File: config.mk
export PLATFORM = sky130hd
export DESIGN_NAME = qphase_debounce
export DESIGN_NICKNAME = d
export VERILOG_FILES = /design/src/rtl/qpd_pkg.sv /design/src/rtl/qpd_period_timer.sv /design/src/rtl/qpd_vote_lane.sv /design/src/rtl/qphase_debounce.sv
export SDC_FILE = /design/constraint.sdc
export NUM_CORES = 1
export LEC_CHECK = 0
export BUFFER_PORTS_ARGS = -buffer_cell sky130_fd_sc_hd__buf_2
export CORE_UTILIZATION = 55
export CTS_BUF_LIST = sky130_fd_sc_hd__clkbuf_8
export DETAILED_ROUTE_END_ITERATION = 16
export PLACE_DENSITY = 0.86
export SYNTH_ARGS = -nofsm -noshare
export SYNTH_HDL_FRONTEND = slang
export SYNTH_HIERARCHICAL = 1
export SYNTH_SLANG_ARGS = --single-unit
File: constraint.sdc
create_clock -name clk -period 6.64 [get_ports clk]
set_input_delay 1.328 -clock clk [delete_from_list [all_inputs] [get_ports clk]]
set_output_delay 1.328 -clock clk [all_outputs]
set_load 0.03 [all_outputs]
File: src/rtl/qpd_pkg.sv
package qpd_pkg;

   // Running vote of one lane over the current period
   typedef struct packed {
      logic have;   // at least one sample taken this period
      logic first;  // level of the first sample
      logic agree;  // every later sample matched the first
   } vote_st_t;

   localparam vote_st_t VOTE_IDLE = '{have: 1'b0, first: 1'b0, agree: 1'b0};

endpackage

File: src/rtl/qpd_period_timer.sv
module qpd_period_timer #(
   parameter int MIN_TICKS = 128,
   parameter int MAX_TICKS = 16384,
   parameter int LEN_W     = 15
) (
   input  logic             clk,
   input  logic             rst_n,
   input  logic             tick_i,
   input  logic [LEN_W-1:0] len_i,
   output logic             last_o,
   output logic             bnd_o
);
   localparam int CNT_W = $clog2(MAX_TICKS);
   localparam logic [LEN_W-1:0] MIN_L = LEN_W'(MIN_TICKS);
   localparam logic [LEN_W-1:0] MAX_L = LEN_W'(MAX_TICKS);

   logic [CNT_W-1:0] cnt_q;
   logic [LEN_W-1:0] len_c;
   logic             bnd_q;

   always_comb begin
      if (len_i < MIN_L)      len_c = MIN_L;
      else if (len_i > MAX_L) len_c = MAX_L;
      else                    len_c = len_i;
   end

   // >= keeps the period finite when the length is lowered mid-period
   assign last_o = tick_i && (LEN_W'(cnt_q) >= (len_c - LEN_W'(1)));

   always_ff @(posedge clk) begin
      if (!rst_n) begin
         cnt_q <= '0;
         bnd_q <= 1'b0;
      end else begin
         bnd_q <= last_o;
         if (tick_i) begin
            cnt_q <= last_o ? '0 : cnt_q + CNT_W'(1);
         end
      end
   end

   assign bnd_o = bnd_q;
endmodule

File: src/rtl/qpd_vote_lane.sv
module qpd_vote_lane
   import qpd_pkg::*;
(
   input  logic clk,
   input  logic rst_n,
   input  logic raw_i,
   input  logic en_i,
   input  logic rise_i,
   input  logic tick_i,
   input  logic last_i,
   output logic lvl_o
);
   vote_st_t st_q, st_nxt;
   logic     armed_q;
   logic     lvl_q;
   logic     vote_lvl, vote_ok;

   // Vote including the sample taken on the current tick
   always_comb begin
      st_nxt.have  = 1'b1;
      st_nxt.first = st_q.have ? st_q.first : raw_i;
      st_nxt.agree = st_q.have ? (st_q.agree && (raw_i == st_q.first)) : 1'b1;
      vote_lvl     = st_nxt.first;
      vote_ok      = st_nxt.agree;
   end

   always_ff @(posedge clk) begin
      if (!rst_n) begin
         lvl_q   <= raw_i;
         st_q    <= VOTE_IDLE;
         armed_q <= 1'b0;
      end else if (rise_i) begin
         lvl_q   <= raw_i;
         st_q    <= VOTE_IDLE;
         armed_q <= last_i;           // voting starts with the next full period
      end else if (!en_i) begin
         st_q    <= VOTE_IDLE;
         armed_q <= 1'b0;
         if (last_i) lvl_q <= raw_i;  // plain sample at the boundary
      end else if (tick_i) begin
         if (last_i) begin
            if (armed_q && vote_ok) lvl_q <= vote_lvl;
            st_q    <= VOTE_IDLE;
            armed_q <= 1'b1;
         end else begin
            st_q <= st_nxt;
         end
      end
   end

   assign lvl_o = lvl_q;
endmodule

File: src/rtl/qphase_debounce.sv
module qphase_debounce #(
   parameter int NCH       = 2,
   parameter int MIN_TICKS = 128,
   parameter int MAX_TICKS = 16384,
   parameter int LEN_W     = 15
) (
   input  logic             clk,
   input  logic             rst_n,
   input  logic             filt_en_i,
   input  logic             tick_1us_i,
   input  logic [LEN_W-1:0] period_ticks_i,
   input  logic [NCH-1:0]   phase_raw_i,
   output logic [NCH-1:0]   phase_o,
   output logic             period_end_o
);
   generate
      if (MIN_TICKS < 2) begin : g_bad_min
         $error("MIN_TICKS must be at least 2");
      end
      if (MAX_TICKS < MIN_TICKS) begin : g_bad_max
         $error("MAX_TICKS must not be below MIN_TICKS");
      end
      if ((2 ** LEN_W) <= MAX_TICKS) begin : g_bad_w
         $error("LEN_W too narrow for MAX_TICKS");
      end
      if (NCH < 1) begin : g_bad_nch
         $error("NCH must be at least 1");
      end
   endgenerate

   logic en_q;
   logic rise;
   logic last;

   always_ff @(posedge clk) begin
      en_q <= filt_en_i;   // in reset too: no switch-on event out of reset
   end

   assign rise = filt_en_i && !en_q && rst_n;

   qpd_period_timer #(
      .MIN_TICKS (MIN_TICKS),
      .MAX_TICKS (MAX_TICKS),
      .LEN_W     (LEN_W)
   ) u_timer (
      .clk    (clk),
      .rst_n  (rst_n),
      .tick_i (tick_1us_i),
      .len_i  (period_ticks_i),
      .last_o (last),
      .bnd_o  (period_end_o)
   );

   generate
      for (genvar c = 0; c < NCH; c++) begin : g_lane
         qpd_vote_lane u_lane (
            .clk    (clk),
            .rst_n  (rst_n),
            .raw_i  (phase_raw_i[c]),
            .en_i   (filt_en_i),
            .rise_i (rise),
            .tick_i (tick_1us_i),
            .last_i (last),
            .lvl_o  (phase_o[c])
         );
      end
   endgenerate
endmodule

Word-level counts from Yosys, hierarchy flattened --
Cells that the tools add are included.
Word-level totals: output and inout port bits 3, word-level logic and storage cells 67, input bits 21, register bits after elaboration 25
Cells by class: reductions and logical operators 12, muxes and demuxes 27, magnitude comparators 3, $add $sub $neg 2, bitwise gates (word level) 2, equal/unequal tests 9
Operators with widths (number):
- 2-to-1 mux 15 bit | 2
- 2-to-1 mux 1 bit | 22
- greater-or-equal comparator 14 x 15 -> 1 bit | 1
- greater-than comparator 15 bit (second input constant) | 1
- < comparator 15 x 8 -> 1 bit (second input constant) | 1
- subtractor 15 x 1 -> 15 bit (second input constant) | 1
- adder 14 x 1 -> 14 bit (second input constant) | 1
- 2-to-1 mux 14 bit | 1
- inequality test 4 x 2 -> 1 bit (second input constant) | 2
- AND reduction 4 bit | 2
- logical AND 1 bit | 7
- 2-to-1 mux 3 bit | 2
- inequality test 3 x 1 -> 1 bit (second input constant) | 2
- inequality test 5 x 3 -> 1 bit (second input constant) | 1
- inequality test 5 x 4 -> 1 bit (second input constant) | 1
- inequality test 4 x 1 -> 1 bit (second input constant) | 1
- OR reduction 3 bit | 1
- equality test 1 bit | 2
- inverter 1 bit | 2
- AND reduction 2 bit | 1
- logical NOT 1 bit | 1

Logic depth before layout (Yosys ltp) --
depth in word-level cells 11, mapped depth 18, gate-level depth less buffers 16

Modules after synthesis --
The synthesis kept the hierarchy.
Modules (own cells, without submodules):
- qpd_period_timer | times used 1, cells an instance 169, area each 1303.8 µm², seq. area each 300.3 µm²
- qpd_vote_lane | times used 2, cells an instance 31, area each 260.2 µm², seq. area each 110.1 µm²
- qphase_debounce | times used 1, cells an instance 2, area each 28.8 µm², seq. area each 20.0 µm²

Worst setup path after synthesis --
No wires, ideal clock.
kind input-to-reg, from input port period_ticks_i[2], to register g_lane[0].u_lane.lvl_q, enable pin, path slack 967 ps, arrival time 5363 ps, cell stages on the path 18, cells stage by stage or3_1 -> buf_2 -> or4_4 -> buf_6 -> o22ai_2 -> nand2_1 -> ha_1 -> o31ai_1 -> o21ai_0 -> a22o_1 -> ha_1 -> nand2_1 -> nor3_1 -> nand2_1 -> o21ai_0 -> inv_1 -> o211a_1 -> o21ai_0
Between the ends: longest elaborated chain between the ends 8, elaborated cells between the ends (all ways) 11, classes of those cells 1 x add/sub; 3 x order compare; 3 x eq/ne; 2 x mux; 2 x reduce/logical
RTL lines:
- start, declared | RTL line qphase_debounce.sv:11 | input logic [LEN_W-1:0] period_ticks_i,
- greater-than comparator 15 bit | RTL line qpd_period_timer.sv:23 | else if (len_i > MAX_L) len_c = MAX_L;
- 2-to-1 mux 15 bit | RTL line qpd_period_timer.sv:23
- 2-to-1 mux 15 bit * | RTL line qpd_period_timer.sv:22 | if (len_i < MIN_L) len_c = MIN_L;
- subtractor 15 x 1 -> 15 bit * | RTL line qpd_period_timer.sv:28 | assign last_o = tick_i && (LEN_W'(cnt_q) >= (len_c - LEN_W'(1)));
- greater-or-equal comparator 14 x 15 -> 1 bit * | RTL line qpd_period_timer.sv:28
- logical AND 1 bit * | RTL line qpd_period_timer.sv:28
- named net last | RTL line qphase_debounce.sv:33 | logic last;
- inequality test 5 x 4 -> 1 bit (no source line) (tied with other cells)
- AND reduction 4 bit (no source line) *
- end signal, assigned | RTL line qpd_vote_lane.sv:29 | lvl_q <= raw_i;
- end signal, assigned | RTL line qpd_vote_lane.sv:33 | lvl_q <= raw_i;
- end signal, assigned | RTL line qpd_vote_lane.sv:39 | if (last_i) lvl_q <= raw_i;
- end, declared | RTL line qpd_vote_lane.sv:15 | logic lvl_q;
The timed path passes the listed nets; every way through them passes the cells marked *. A chain may end at the register's enable or synchronous reset.

Worst setup path in the final report --
from input port period_ticks_i[2], to register g_lane[1].u_lane.lvl_q, enable pin
Between the ends: longest elaborated chain between the ends 8, elaborated cells between the ends (all ways) 11, classes of those cells 1 x add/sub; 3 x order compare; 3 x eq/ne; 2 x mux; 2 x reduce/logical
RTL lines (RTL line):
- greater-than comparator 15 bit | qpd_period_timer.sv:23
- 2-to-1 mux 15 bit | qpd_period_timer.sv:23
- 2-to-1 mux 15 bit * | qpd_period_timer.sv:22
- subtractor 15 x 1 -> 15 bit * | qpd_period_timer.sv:28
- greater-or-equal comparator 14 x 15 -> 1 bit * | qpd_period_timer.sv:28
- logical AND 1 bit * | qpd_period_timer.sv:28
- named net last | qphase_debounce.sv:33
- inequality test 5 x 3 -> 1 bit (no source line) (tied with other cells)
- AND reduction 4 bit (no source line) *
- end signal, assigned | qpd_vote_lane.sv:29
- end signal, assigned | qpd_vote_lane.sv:33
- end signal, assigned | qpd_vote_lane.sv:39
- end, declared | qpd_vote_lane.sv:15
Marks and branches as above.

==> results.yml <==
yosys:
  synth_edf_count: 2
  synth_warnings: 6
  synth.net_count: 270
  ys_types: 46
  syn_area_per_cell_um2: 7.95
  ys_ff_latch: 26
  synth_area_mm2: 0.00185
  postSynthCellCount: 233
  ys_seq_area_share_pct: 29.2
  async_reset_ff_share_pct: 0
  ys.flop_type: "dfxtp_1"
placed_design:
  gp_congestion: 0.907
  dp_hpwl_um: 2860
  dp.cells: 297
  portBuffers: 23
run_status:
  outcome: "finished clean"
floorplanning:
  die_w_um: 60.0
  core_area_mm2: 0.00313
  rows: 20
  dieArea_mm2: 0.00361
  start_util_pct: 59.2
  die_h_um: 60.0
  io_pins: 24
route:
  antenna_left: 0
  first_pass_iters: 4
  wl_um: 3890
  drt-initial-drc-count: 110
  via_per_inst: 5.84
  drc: 0
  drt-wirelength-per-cell_um: 12.9
  vias: 1758
sta:
  slew_violations: 0
  worstMarginPinSlew_ps: 956
  fin_skew_ps: 1.24
  slew_headroom_pct: 36.0
  finalSetupViolations: 0
  layout_min_cycle_time_ps: 5400
  period_share_pct: 81.3
  fin_setup_tns_ps: 0
  fmax_ghz: 0.185
  hold_viol_final: 0
  rsz0062_at_grt: "false"
finish:
  num-nets-final: 295
  drive_above_1_share_pct: 14.0
  final_common_cell: "nor2_1"
  finalNonFillerCells: 301
  most-common-layout-cells: "nor2_1, dfxtp_1, buf_2"
  fill_cells: 263
  area_growth_pct: 12.2
  diodes: 0
clock_network:
  path_clk_slew_ps: 90
  root_buffer: "clkbuf_8"
  postCtsSetupBuffers: 0
  tritoncts: "done"
  cts_max_level: 1
  ctsHoldBuffers: 0
  ctsResizeCount: 0
  cts-buffers-inserted: 3
  clk_latency_ps: 270
  cts_sinks: 26
  clk_path_buf_depth: 2
worst_setup_path:
  cp_data_required_time_ps: 6670
  crit_fanout: 13
  r2r_slack_ps: 4350
  critPathCaptureType: "flop"
  worstPathArrival_ps: 5430
  crit_path_start_kind: "input pin"
  path_class: "input pin to flop"
power_and_ir_drop:
  pwr-share-seq_pct: 46.4
  p_per_area_mw_per_mm2: 171
  p_switching_w: 0.0000881
  max-vdd-ir-drop_mv: 0.132
  p_int_w: 0.000267
  sw_frac_of_total_pct: 24.8
  leakagePower_nw: 0.832
  combinationalPowerShare_pct: 16.5
  clockPowerShare_pct: 37.1
  power.total_w: 0.000355
global_route:
  grt_pass1_vias: 1484
  grt_use_met2_pct: 39.2
  grt_antenna_before_repair: 0
  overflow: 0
  busiest_layer: "met2"
  grt_max_degree: 21
  grt_first_pass_wirelength_um: 6440
  grt.total_usage_pct: 23.9
  grtUsageMet1_pct: 31.3
  use_met3_pct: 3.68
run:
  max_cap_violations: 0
worst_hold_path:
  hold_class: "flop to flop"
## metrics by stage
step | setup slack [ps] | utilization (%) | hold WS (ps) | cell area [µm²]
final | 1240 | 66.4 | 512 | 2080
after floorplan | 967 | - | 467 | 1850
after global placement | 1060 | 64.2 | 484 | 2010
after detailed placement | 961 | 64.2 | 500 | 2010
after global routing | 835 | 66.4 | 526 | 2080
after CTS | 1250 | 66.4 | 512 | 2080
## synth_stat cells (2+ instances only)
master,n,area share (%)
nor2_1,28,5.7
dfxtp_1,24,26
nand2_1,21,4.3
ha_1,16,11
a21oi_1,12,3.2
o21ai_0,12,3.2
xor2_1,11,5.2
inv_1,10,2.0
nand3_1,10,2.7
nor3_1,10,2.7
xnor2_1,7,3.3
or3_1,6,2.0
nand4_1,5,1.7
a211oi_1,4,1.6
and2_1,4,1.4
nand3b_1,4,1.6
a31oi_1,3,1.0
and3_1,3,1.0
nor2b_1,3,1.0
o211a_1,3,1.6
o31ai_1,3,1.2
clkbuf_1,2,0.41
edfxtp_1,2,3.2
inv_2,2,0.41
mux2_2,2,1.2
nand2b_1,2,0.68
nand4b_1,2,0.95
o211ai_1,2,0.81
o22ai_1,2,0.68
o32a_1,2,1.1
## critical path, stage by stage
cell,delay [ps]
buf_2,120
or3_1,460
or4_4,560
o22ai_2,260
nand2_1,140
ha_1,280
o31ai_1,250
o21ai_0,210
a22o_1,270
ha_1,300
a211oi_1,210
o21ai_0,120
a22oi_1,240
o21ai_0,120
buf_4,200
inv_1,120
o211a_1,160
o21ai_0,90
## path summary, 6_finish.rpt
kind	cells past startpoint	end	startpoint
hold reg to reg	2	g_lane[0].u_lane/st_q[1]	g_lane[0].u_lane/st_q[1]
hold / removal	2	g_lane[0].u_lane/st_q[1]	g_lane[0].u_lane/st_q[1]
setup reg to reg	10	g_lane[1].u_lane/lvl_o	u_timer/cnt_q[0]
setup / recovery	18	g_lane[1].u_lane/lvl_o	period_ticks_i[2]
## routing by layer
layer,share of wire [%],vias to the layer above,routed length (µm)
li1,-,895,-
met1,49,807,1930
met2,45,47,1750
met3,3.6,9,139
met4,2.0,0,77
met5,0,-,0
## cell type report
class                   instances  area [µm²]  share of cell area [%]
flip-flops and latches         26         541                    26.0
clock inverters                 1        30.0                    1.44
multi-input cells             191        1240                    59.8
clock buffers                   3        41.3                    1.99
inverters                      12        45.0                    2.17
well taps                      44        55.1                    2.65
repair buffers                 24         123                    5.90
## registers in the layout, summed over array words and instances (netlist names)
signal / count
en_q: 1
u_timer/cnt_q: 14
g_lane.u_lane/st_q: 6
g_lane.u_lane/lvl_o: 2
g_lane.u_lane/armed_q: 2
u_timer/bnd_o: 1
## power groups by stage
| stage | logic [W] | registers (W) | clock network, W |
|---|---|---|---|
| after floorplan | 0.0000356 | 0.000169 | 0 |
| after global placement | 0.0000562 | 0.000168 | 0 |
| after detailed placement | 0.0000576 | 0.000168 | 0 |
| after CTS | 0.0000581 | 0.000164 | 0.000134 |
| after global routing | 0.0000656 | 0.000165 | 0.000142 |
| final | 0.0000585 | 0.000164 | 0.000132 |
## logic make-up (layout without fill, tap and decap cells)
kind of cell	after synthesis	after routing	share of synthesized area, %
AOI/OAI and AO/OA	51	51	18.2
xor gates and xnor gates	18	18	8.51
adders and majority gates	16	16	10.8
buffers and inverters	16	40	3.71
DFF	26	26	29.2
muxes	2	2	1.22
and+or+nand+nor	104	104	28.4
No activity file was read; power rests on OpenSTA's default activity.
